[src/rtl/dperm_pkg.sv]
package dperm_pkg;

  localparam int unsigned RESV_W = 4;
  localparam logic [RESV_W-1:0] RESV_OK = '1;

  typedef enum logic [1:0] {
    VL_128 = 2'd0,
    VL_256 = 2'd1,
    VL_512 = 2'd2,
    VL_TOP = 2'd3
  } vlen_e;

  typedef struct packed {
    logic masked;
    logic zero;
    logic bcast;
    logic legacy;
  } ctl_t;

  // Number of live 128-bit lanes for a length code, clamped to the build size.
  function automatic int unsigned live_lanes(input logic [1:0] code,
                                             input logic       legacy,
                                             input int unsigned max_lanes);
    int unsigned n;
    if (legacy) return 1;
    n = 1 << code;
    if (n > max_lanes) n = max_lanes;
    return n;
  endfunction

  // Legacy and unmasked forms drop the mask-related controls.
  function automatic ctl_t decode_ctl(input logic mask_en, input logic zero_mode,
                                      input logic bcast_en, input logic legacy);
    ctl_t c;
    c.legacy = legacy;
    c.masked = mask_en & ~legacy;
    c.zero   = zero_mode & c.masked;
    c.bcast  = bcast_en & c.masked;
    return c;
  endfunction

endpackage

[src/rtl/dperm_bcast.sv]
module dperm_bcast #(
  parameter int unsigned ELEM_W    = 32,
  parameter int unsigned NUM_ELEMS = 16
) (
  input  logic [ELEM_W*NUM_ELEMS-1:0] vec_in,
  input  logic                        en,
  output logic [ELEM_W*NUM_ELEMS-1:0] vec_out
);
  localparam int unsigned VEC_W = ELEM_W * NUM_ELEMS;

  logic [VEC_W-1:0] splat;

  generate
    for (genvar e = 0; e < NUM_ELEMS; e++) begin : g_splat
      assign splat[e*ELEM_W +: ELEM_W] = vec_in[ELEM_W-1:0];
    end
  endgenerate

  assign vec_out = en ? splat : vec_in;
endmodule

[src/rtl/dperm_lane.sv]
module dperm_lane #(
  parameter int unsigned ELEM_W     = 32,
  parameter int unsigned LANE_ELEMS = 4,
  parameter int unsigned SEL_W      = $clog2(LANE_ELEMS),
  parameter int unsigned ORDER_W    = LANE_ELEMS * SEL_W
) (
  input  logic [ELEM_W*LANE_ELEMS-1:0] lane_in,
  input  logic [ORDER_W-1:0]           order,
  output logic [ELEM_W*LANE_ELEMS-1:0] lane_out
);
  localparam int unsigned LANE_W = ELEM_W * LANE_ELEMS;

  function automatic logic [ELEM_W-1:0] pick(input logic [LANE_W-1:0] v,
                                             input logic [SEL_W-1:0]  s);
    return v[s*ELEM_W +: ELEM_W];
  endfunction

  generate
    for (genvar k = 0; k < LANE_ELEMS; k++) begin : g_slot
      logic [SEL_W-1:0] slot_sel;
      assign slot_sel = order[k*SEL_W +: SEL_W];
      assign lane_out[k*ELEM_W +: ELEM_W] = pick(lane_in, slot_sel);
    end
  endgenerate
endmodule

[src/rtl/dperm_wmask.sv]
module dperm_wmask #(
  parameter int unsigned ELEM_W    = 32,
  parameter int unsigned NUM_ELEMS = 16
) (
  input  logic [ELEM_W*NUM_ELEMS-1:0] shuf,
  input  logic [ELEM_W*NUM_ELEMS-1:0] old_dst,
  input  logic [NUM_ELEMS-1:0]        elem_mask,
  input  logic [NUM_ELEMS-1:0]        live,
  input  logic                        masked,
  input  logic                        zero,
  input  logic                        legacy,
  output logic [ELEM_W*NUM_ELEMS-1:0] merged
);
  function automatic logic [ELEM_W-1:0] settle(
      input logic [ELEM_W-1:0] s, input logic [ELEM_W-1:0] o,
      input logic lv, input logic mb, input logic msk,
      input logic zr, input logic lg);
    if (!lv)              return lg ? o : '0;
    if (!msk || mb)       return s;
    return zr ? '0 : o;
  endfunction

  generate
    for (genvar j = 0; j < NUM_ELEMS; j++) begin : g_elem
      assign merged[j*ELEM_W +: ELEM_W] =
        settle(shuf[j*ELEM_W +: ELEM_W], old_dst[j*ELEM_W +: ELEM_W],
               live[j], elem_mask[j], masked, zero, legacy);
    end
  endgenerate
endmodule

[src/rtl/lane_dword_permuter.sv]
module lane_dword_permuter
  import dperm_pkg::*;
#(
  parameter int unsigned ELEM_W     = 32,
  parameter int unsigned LANE_ELEMS = 4,
  parameter int unsigned NUM_LANES  = 4,
  parameter int unsigned SEL_W      = $clog2(LANE_ELEMS),
  parameter int unsigned ORDER_W    = LANE_ELEMS * SEL_W,
  parameter int unsigned NUM_ELEMS  = LANE_ELEMS * NUM_LANES,
  parameter int unsigned VEC_W      = ELEM_W * NUM_ELEMS
) (
  input  logic               clk,
  input  logic               rst,
  input  logic               in_valid,
  input  logic [VEC_W-1:0]   src,
  input  logic [VEC_W-1:0]   old_dst,
  input  logic [ORDER_W-1:0] order,
  input  logic [1:0]         vlen_sel,
  input  logic [NUM_ELEMS-1:0] elem_mask,
  input  logic               mask_en,
  input  logic               zero_mode,
  input  logic               bcast_en,
  input  logic               legacy,
  input  logic [3:0]         resv,
  output logic [VEC_W-1:0]   res,
  output logic               res_valid,
  output logic               illegal
);
  localparam int unsigned LANE_W = ELEM_W * LANE_ELEMS;

  // Named internal events
  ctl_t                 ctl;
  logic                 resv_good;
  logic                 accept;
  logic                 reject;
  logic [31:0]          lanes_live;
  logic [NUM_ELEMS-1:0] live;
  logic [VEC_W-1:0]     pre_vec;
  logic [VEC_W-1:0]     shuf_vec;
  logic [VEC_W-1:0]     next_res;

  assign ctl        = decode_ctl(mask_en, zero_mode, bcast_en, legacy);
  assign resv_good  = (resv == RESV_OK);
  assign accept     = in_valid & resv_good;
  assign reject     = in_valid & ~resv_good;
  assign lanes_live = live_lanes(vlen_sel, legacy, NUM_LANES);

  generate
    for (genvar j = 0; j < NUM_ELEMS; j++) begin : g_live
      assign live[j] = (32'(j / LANE_ELEMS) < lanes_live);
    end
  endgenerate

  dperm_bcast #(.ELEM_W(ELEM_W), .NUM_ELEMS(NUM_ELEMS)) u_bcast (
    .vec_in (src),
    .en     (ctl.bcast),
    .vec_out(pre_vec)
  );

  generate
    for (genvar l = 0; l < NUM_LANES; l++) begin : g_lane
      dperm_lane #(.ELEM_W(ELEM_W), .LANE_ELEMS(LANE_ELEMS),
                   .SEL_W(SEL_W), .ORDER_W(ORDER_W)) u_lane (
        .lane_in (pre_vec[l*LANE_W +: LANE_W]),
        .order   (order),
        .lane_out(shuf_vec[l*LANE_W +: LANE_W])
      );
    end
  endgenerate

  dperm_wmask #(.ELEM_W(ELEM_W), .NUM_ELEMS(NUM_ELEMS)) u_wmask (
    .shuf     (shuf_vec),
    .old_dst  (old_dst),
    .elem_mask(elem_mask),
    .live     (live),
    .masked   (ctl.masked),
    .zero     (ctl.zero),
    .legacy   (ctl.legacy),
    .merged   (next_res)
  );

  always_ff @(posedge clk) begin
    if (rst) begin
      res_valid <= 1'b0;
      illegal   <= 1'b0;
      res       <= '0;
    end else begin
      res_valid <= accept;
      illegal   <= reject;
      if (accept) res <= next_res;
    end
  end

  // Output flag guards
  assert_excl_R9: assert property (@(posedge clk) disable iff (rst)
    !(res_valid && illegal));

  assert_hold_R9: assert property (@(posedge clk) disable iff (rst)
    illegal |-> $stable(res));

  assert_latency_R10: assert property (@(posedge clk) disable iff (rst)
    res_valid |-> $past(in_valid));

  assert_idle_R11: assert property (@(posedge clk) disable iff (rst)
    !$past(in_valid) |-> (!res_valid && !illegal));

  generate
    if (NUM_LANES > 1) begin : g_upper_chk
      assert_legacy_upper_R7: assert property (@(posedge clk) disable iff (rst)
        (res_valid && $past(legacy)) |->
          res[VEC_W-1:LANE_W] == $past(old_dst[VEC_W-1:LANE_W]));

      assert_len_zero_R4: assert property (@(posedge clk) disable iff (rst)
        (res_valid && !$past(legacy) && $past(vlen_sel) == VL_128) |->
          res[VEC_W-1:LANE_W] == '0);
    end
  endgenerate
endmodule

[config.mk]
export PLATFORM = sky130hd
export DESIGN_NAME = lane_dword_permuter
export DESIGN_NICKNAME = d
export VERILOG_FILES = /design/src/rtl/dperm_pkg.sv /design/src/rtl/dperm_bcast.sv /design/src/rtl/dperm_lane.sv /design/src/rtl/dperm_wmask.sv /design/src/rtl/lane_dword_permuter.sv
export SDC_FILE = /design/constraint.sdc
export NUM_CORES = 2
export LEC_CHECK = 0
export BUFFER_PORTS_ARGS = -buffer_cell sky130_fd_sc_hd__buf_2
export CAP_MARGIN = 15
export CORE_AREA = 10 10 599 601
export CTS_CLUSTER_SIZE = 24
export DETAILED_ROUTE_END_ITERATION = 10
export DIE_AREA = 0 0 609 611
export HOLD_SLACK_MARGIN = 0.02
export PLACE_DENSITY = 0.36
export SYNTH_ARGS = -nofsm -noshare
export SYNTH_HDL_FRONTEND = slang
export SYNTH_HIERARCHICAL = 1
export SYNTH_SLANG_ARGS = --single-unit
[constraint.sdc]
create_clock -name clk -period 2.55 [get_ports clk]
set_clock_uncertainty 0.05 [all_clocks]
set_input_delay 0.1275 -clock clk [delete_from_list [all_inputs] [get_ports clk]]
set_output_delay 0.1275 -clock clk [all_outputs]
set_load 0.01 [all_outputs]
== Word-level counts from Yosys, hierarchy flattened ==
Cells that the tools add are included.

* $add $sub $neg: 0
* Multiply operators: 0
* Divide/modulo/power cells: 0
* $lt $le $gt $ge: 5
* Equal/unequal tests: 1
* Shifts and indexed selects: 17
* Mux-type cells: 133
* Bitwise operators: 7
* Reduce and logical (&&, ||, !) cells: 17

{| class="wikitable"
|+ Operator list
! operator !! number
|-
| $mux 32 || 98
|-
| $shiftx 128x8->32 || 16
|-
| $mux 512 || 1
|-
| $lt 1x32->1 const A || 2
|-
| $lt 2x32->1 const A || 2
|-
| $mux 1 || 34
|-
| $gt 32x3->1 const B || 1
|-
| $shl 1x2->32 const A || 1
|-
| $logic_or 1x1->1 || 16
|-
| $and 1x1->1 || 5
|-
| $eq 4x4->1 const B || 1
|-
| $not 1->1 || 2
|-
| $logic_not 1->1 || 1
|}

* Flip-flop bits (word level): 514
* Bits in latches: 0
* Memory bits (writable): 0
* Memory bits (read-only): 0
* Output and inout bits: 514
* Word-level logic and storage cells: 183
* Memories: 0

== Logic depth before layout (Yosys ltp) ==
* Word-level depth: 9
* Gate-level depth with buffers: 10

== Cells and area by module ==
Netlist, hierarchy kept.

{| class="wikitable"
|+ Modules (own cells, without submodules)
! module !! times used !! cells each !! area an instance (µm²)
|-
| lane_dword_permuter || 1 || 2,347 || 22,079.9
|-
| dperm_lane || 4 || 156 || 3,258.1
|-
| dperm_bcast || 1 || 597 || 6,168.4
|-
| dperm_wmask || 1 || 680 || 5,683.0
|}

== Worst setup path before layout ==
OpenSTA, ideal clock, no wires.

* Path type: in2reg
* Start: input mask_en
* End: register res[448]
* Setup time: 0.128 ns
* Arrival time: 2.152 ns
* Required time: 2.372 ns
* Slack: 0.220 ns
* Stages on the path: 10
* Path through: nor2b_1 and2_1 buf_2 buf_6 buf_6 mux2_1 mux4_1 a22o_1 nand4b_1 o21ai_0

{| class="wikitable"
|+ RTL lines
! item !! line !! text
|-
| start: declaration || lane_dword_permuter.sv:20 || <nowiki>input logic mask_en,</nowiki>
|-
| end signal: assignment || lane_dword_permuter.sv:90 || <nowiki>if (accept) res <= next_res;</nowiki>
|-
| end: declaration || lane_dword_permuter.sv:25 || <nowiki>output logic [VEC_W-1:0] res,</nowiki>
|}

==> metrics.md <==
| Metric | Value |
|---|---|
| Status | complete, but fails checks |
| Failing checks | negative setup slack |
| Capturing point of the worst reg2reg path | res[140] |
| Area of the core | 346000 um2 |
| Yosys reg bits | 514 |
| Final WL | 432000 um |
| Max H-tree Level | 3 |
| Hold-critical path depth | 6 |
| Hold endpoint | res[203] |
| Clk Latency, worst-skew pair | 0.78 ns |
| Synthesized instance count | 4248 |
| CTS Buf Count | 85 |
| CTS tree | built |
| Reg area | 10300 um2 |
| Largest net degree at the start of global routing | 107 |
| Syn_area_per_cell | 11.1 um2 |
| Drt wl/cell | 38.8 um |
| Fmax | 380 MHz |
| Number of global-route vias before repair | 51.9k |
| Vias per cell | 4.72 |
| Post-route ant nets | 0 |
| Pre-CTS setup slack | -0.443 ns |
| Cell Area, Synth | 47000 um2 |
| # clock sinks | 514 |
| Routed via count | 52.5k |
| First-pass GRT wire length | 550000 um |
| GP Congestion | 0.901 |
| Grt total ovfl | 0 |
| Root Driver | clkbuf_16 |
| Num rows | 216 |
| DRC | 0 |
| Count of different cell masters after synthesis | 26 |
| Placed cell count | 10.2k |
| Initial core utilization | 13.6% |
| RSZ-0062 raised after global routing | true |
| Worst min-delay path class | in2reg |
| CP Max Fanout | 22 |
| MaxCap Viol Count | 0 |
| R2R cell count | 3 |
| Critical path arrival | 3.24 ns |
| Pins Over Slew Limit | 0 |
| Worst-path clk slew | 0.06 ns |
| Fin area | 70800 um2 |
| Die height | 611 um |
| Final WS setup | -0.0809 ns |
| Hold Fails Final Rpt | 0 |
| R2r startpoint | res[140] |
| PortBufs | 1574 |
| Crit end category | register |
| Pwr/cell area | 438 nW/um2 |
| Pwr Total | 31.0 mW |
| Share of layout cells above drive strength 1 | 46.0% |
| Pleak | 27.2 nW |
| Setup tns final | -0.573 ns |
| Startpoint types | input port |
| Multi-input gate area | 32700 um2 |
| Number of DRC markers in iteration 0 | 6077 |
| Ports | 1575 |
| WP data required | 3.16 ns |
| GRT Total Usage | 21.8% |
| Number of fill cells | 38.1k |
| Setup Viol. Count Final | 19 |
| Min Tclk post-route | 2.63 ns |
| Crit path kind | in2reg |
| Final cycle utilization of the critical path | 103% |
| Synthesis Warnings | 6 |
| Hold Path Origin | src[139] |
| Non-Filler Instances | 11.1k |
| DRT Pass-1 Iters | 8 |
| HPWL Detailed | 353000 um |
| Flop2flop setup slack | 1.21 ns |
| Deepest clock path buffer count | 4 |
| Slew headroom | 17.5% |
| Nets | 7411 |
| Initial antenna violation count | 301 |
| Layout area overhead | 50.8% |
| Die width | 609 um |
| Die area | 372000 um2 |
| Area post-placement | 61300 um2 |
| Max IR drop VDD | 426 uV |
| Worst-margin pin slew | 1.24 ns |
| Sequential element share of the synthesized area | 21.9% |
[cell families after synthesis]
family / after synthesis / synth area share (%)
simple gates: 1056 / 16.8
compound gates: 1054 / 15.7
mux: 992 / 36.3
buf+inv: 631 / 9.30
flops: 514 / 21.9
other cells: 1 / 0.00798
[critical path, cell delays in order]
cell and delay, ns:
buf_2 0.13, nor2b_4 0.15, and2_4 0.19, buf_12 0.17, buf_16 0.19, buf_12 0.19, mux2_2 0.39, mux4_2 0.58
a22o_1 0.29, nand4b_1 0.10, dlygate4sd3_1 0.55, o21ai_0 0.07
[synthesized netlist by cell type]
master	n	area share (%)
and2_1	5	0.067
nor2b_1	4	0.053
inv_1	14	0.11
inv_2	1	0.0080
nand2b_4	1	0.029
buf_12	48	2.0
nor3b_1	1	0.016
nor2_1	2	0.016
nand4b_1	512	9.5
buf_6	119	2.9
o21ai_1	50	0.53
o21ai_0	462	4.9
and4_1	1	0.019
buf_4	33	0.53
a22o_1	512	9.5
buf_2	161	1.7
a21boi_1	14	0.22
mux2_2	280	6.7
clkbuf_1	255	2.0
dfxtp_1	514	22
mux2_1	200	4.8
mux4_1	32	1.8
conb_1	1	0.0080
nand2b_1	530	7.1
mux4_2	480	23
o22ai_2	16	0.43
[metal layers]
layer,vias up,GRT usage (%),routed length (um)
li1,21300,-,-
met1,27400,26.3,171000
met2,2907,37.4,208000
met3,756,6.43,36100
met4,154,6.47,15300
met5,-,0,1010
[metrics by stage]
step           hold slack, ns  utilization, %
6_report                0.111            20.5
5_1_grt                0.0887            20.4
4_1_cts                0.0226            20.3
3_5_place_dp            0.406            17.7
3_3_place_gp            0.404            17.7
2_1_floorplan           0.351               -
[cells in the final DEF (no fill, tap or decap), drive strengths merged]
master / n
clkbuf: 116
bufinv: 7
dlygate4sd3: 607
and2: 5
dfxtp: 514
nand4b: 512
nor3b: 1
buf: 2008
inv: 20
clkinvlp: 4
nand2b: 531
conb: 12
clkinv: 14
and4: 1
diode: 153
nor2: 2
a21boi: 14
mux2: 480
mux4: 512
o21ai: 512
nor2b: 4
a22o: 512
o22ai: 16
[layout make-up]
| class | instances | area share (%) |
|---|---|---|
| tap | 4578 | 8.09 |
| sequential | 514 | 14.5 |
| multi-input combinational | 3114 | 46.1 |
| timing repair buffer | 2620 | 26.8 |
| inverter | 15 | 0.0795 |
| clock buffer | 111 | 3.34 |
| clock inverter | 30 | 0.511 |
| antenna | 153 | 0.541 |
[power by group]
part / total [mW] / leakage, nW / internal [mW] / switching, mW
registers: 8.18 / 4.14 / 8.12 / 0.0636
clock network: 12.2 / 1.34 / 7.19 / 4.98
logic: 10.6 / 21.8 / 4.82 / 5.83
[state kept, by name, indices dropped and copies added, names as in the netlist]
signal / flops
res: 512
res_valid: 1
illegal: 1
[worst max-delay path by stage]
stage | startpoint | to | slack [ns] | cells past startpoint
2_1_floorplan | mask_en | res[448] | 0.22 | 10
3_3_place_gp | legacy | res[147] | -0.43 | 11
3_5_place_dp | legacy | res[146] | -0.44 | 11
4_1_cts | legacy | res[142] | 0.03 | 12
5_1_grt | legacy | res[142] | -0.07 | 12
6_report | legacy | res[142] | -0.08 | 12
[timing repair]
action,in CTS,in global routing
hold buffers,607,0
gates resized for setup,0,25
setup endpoints to repair,0,36
setup buffers,0,15
endpoints found under the hold margin,513,0
Note: power is estimated with default switching activity, not from simulation.
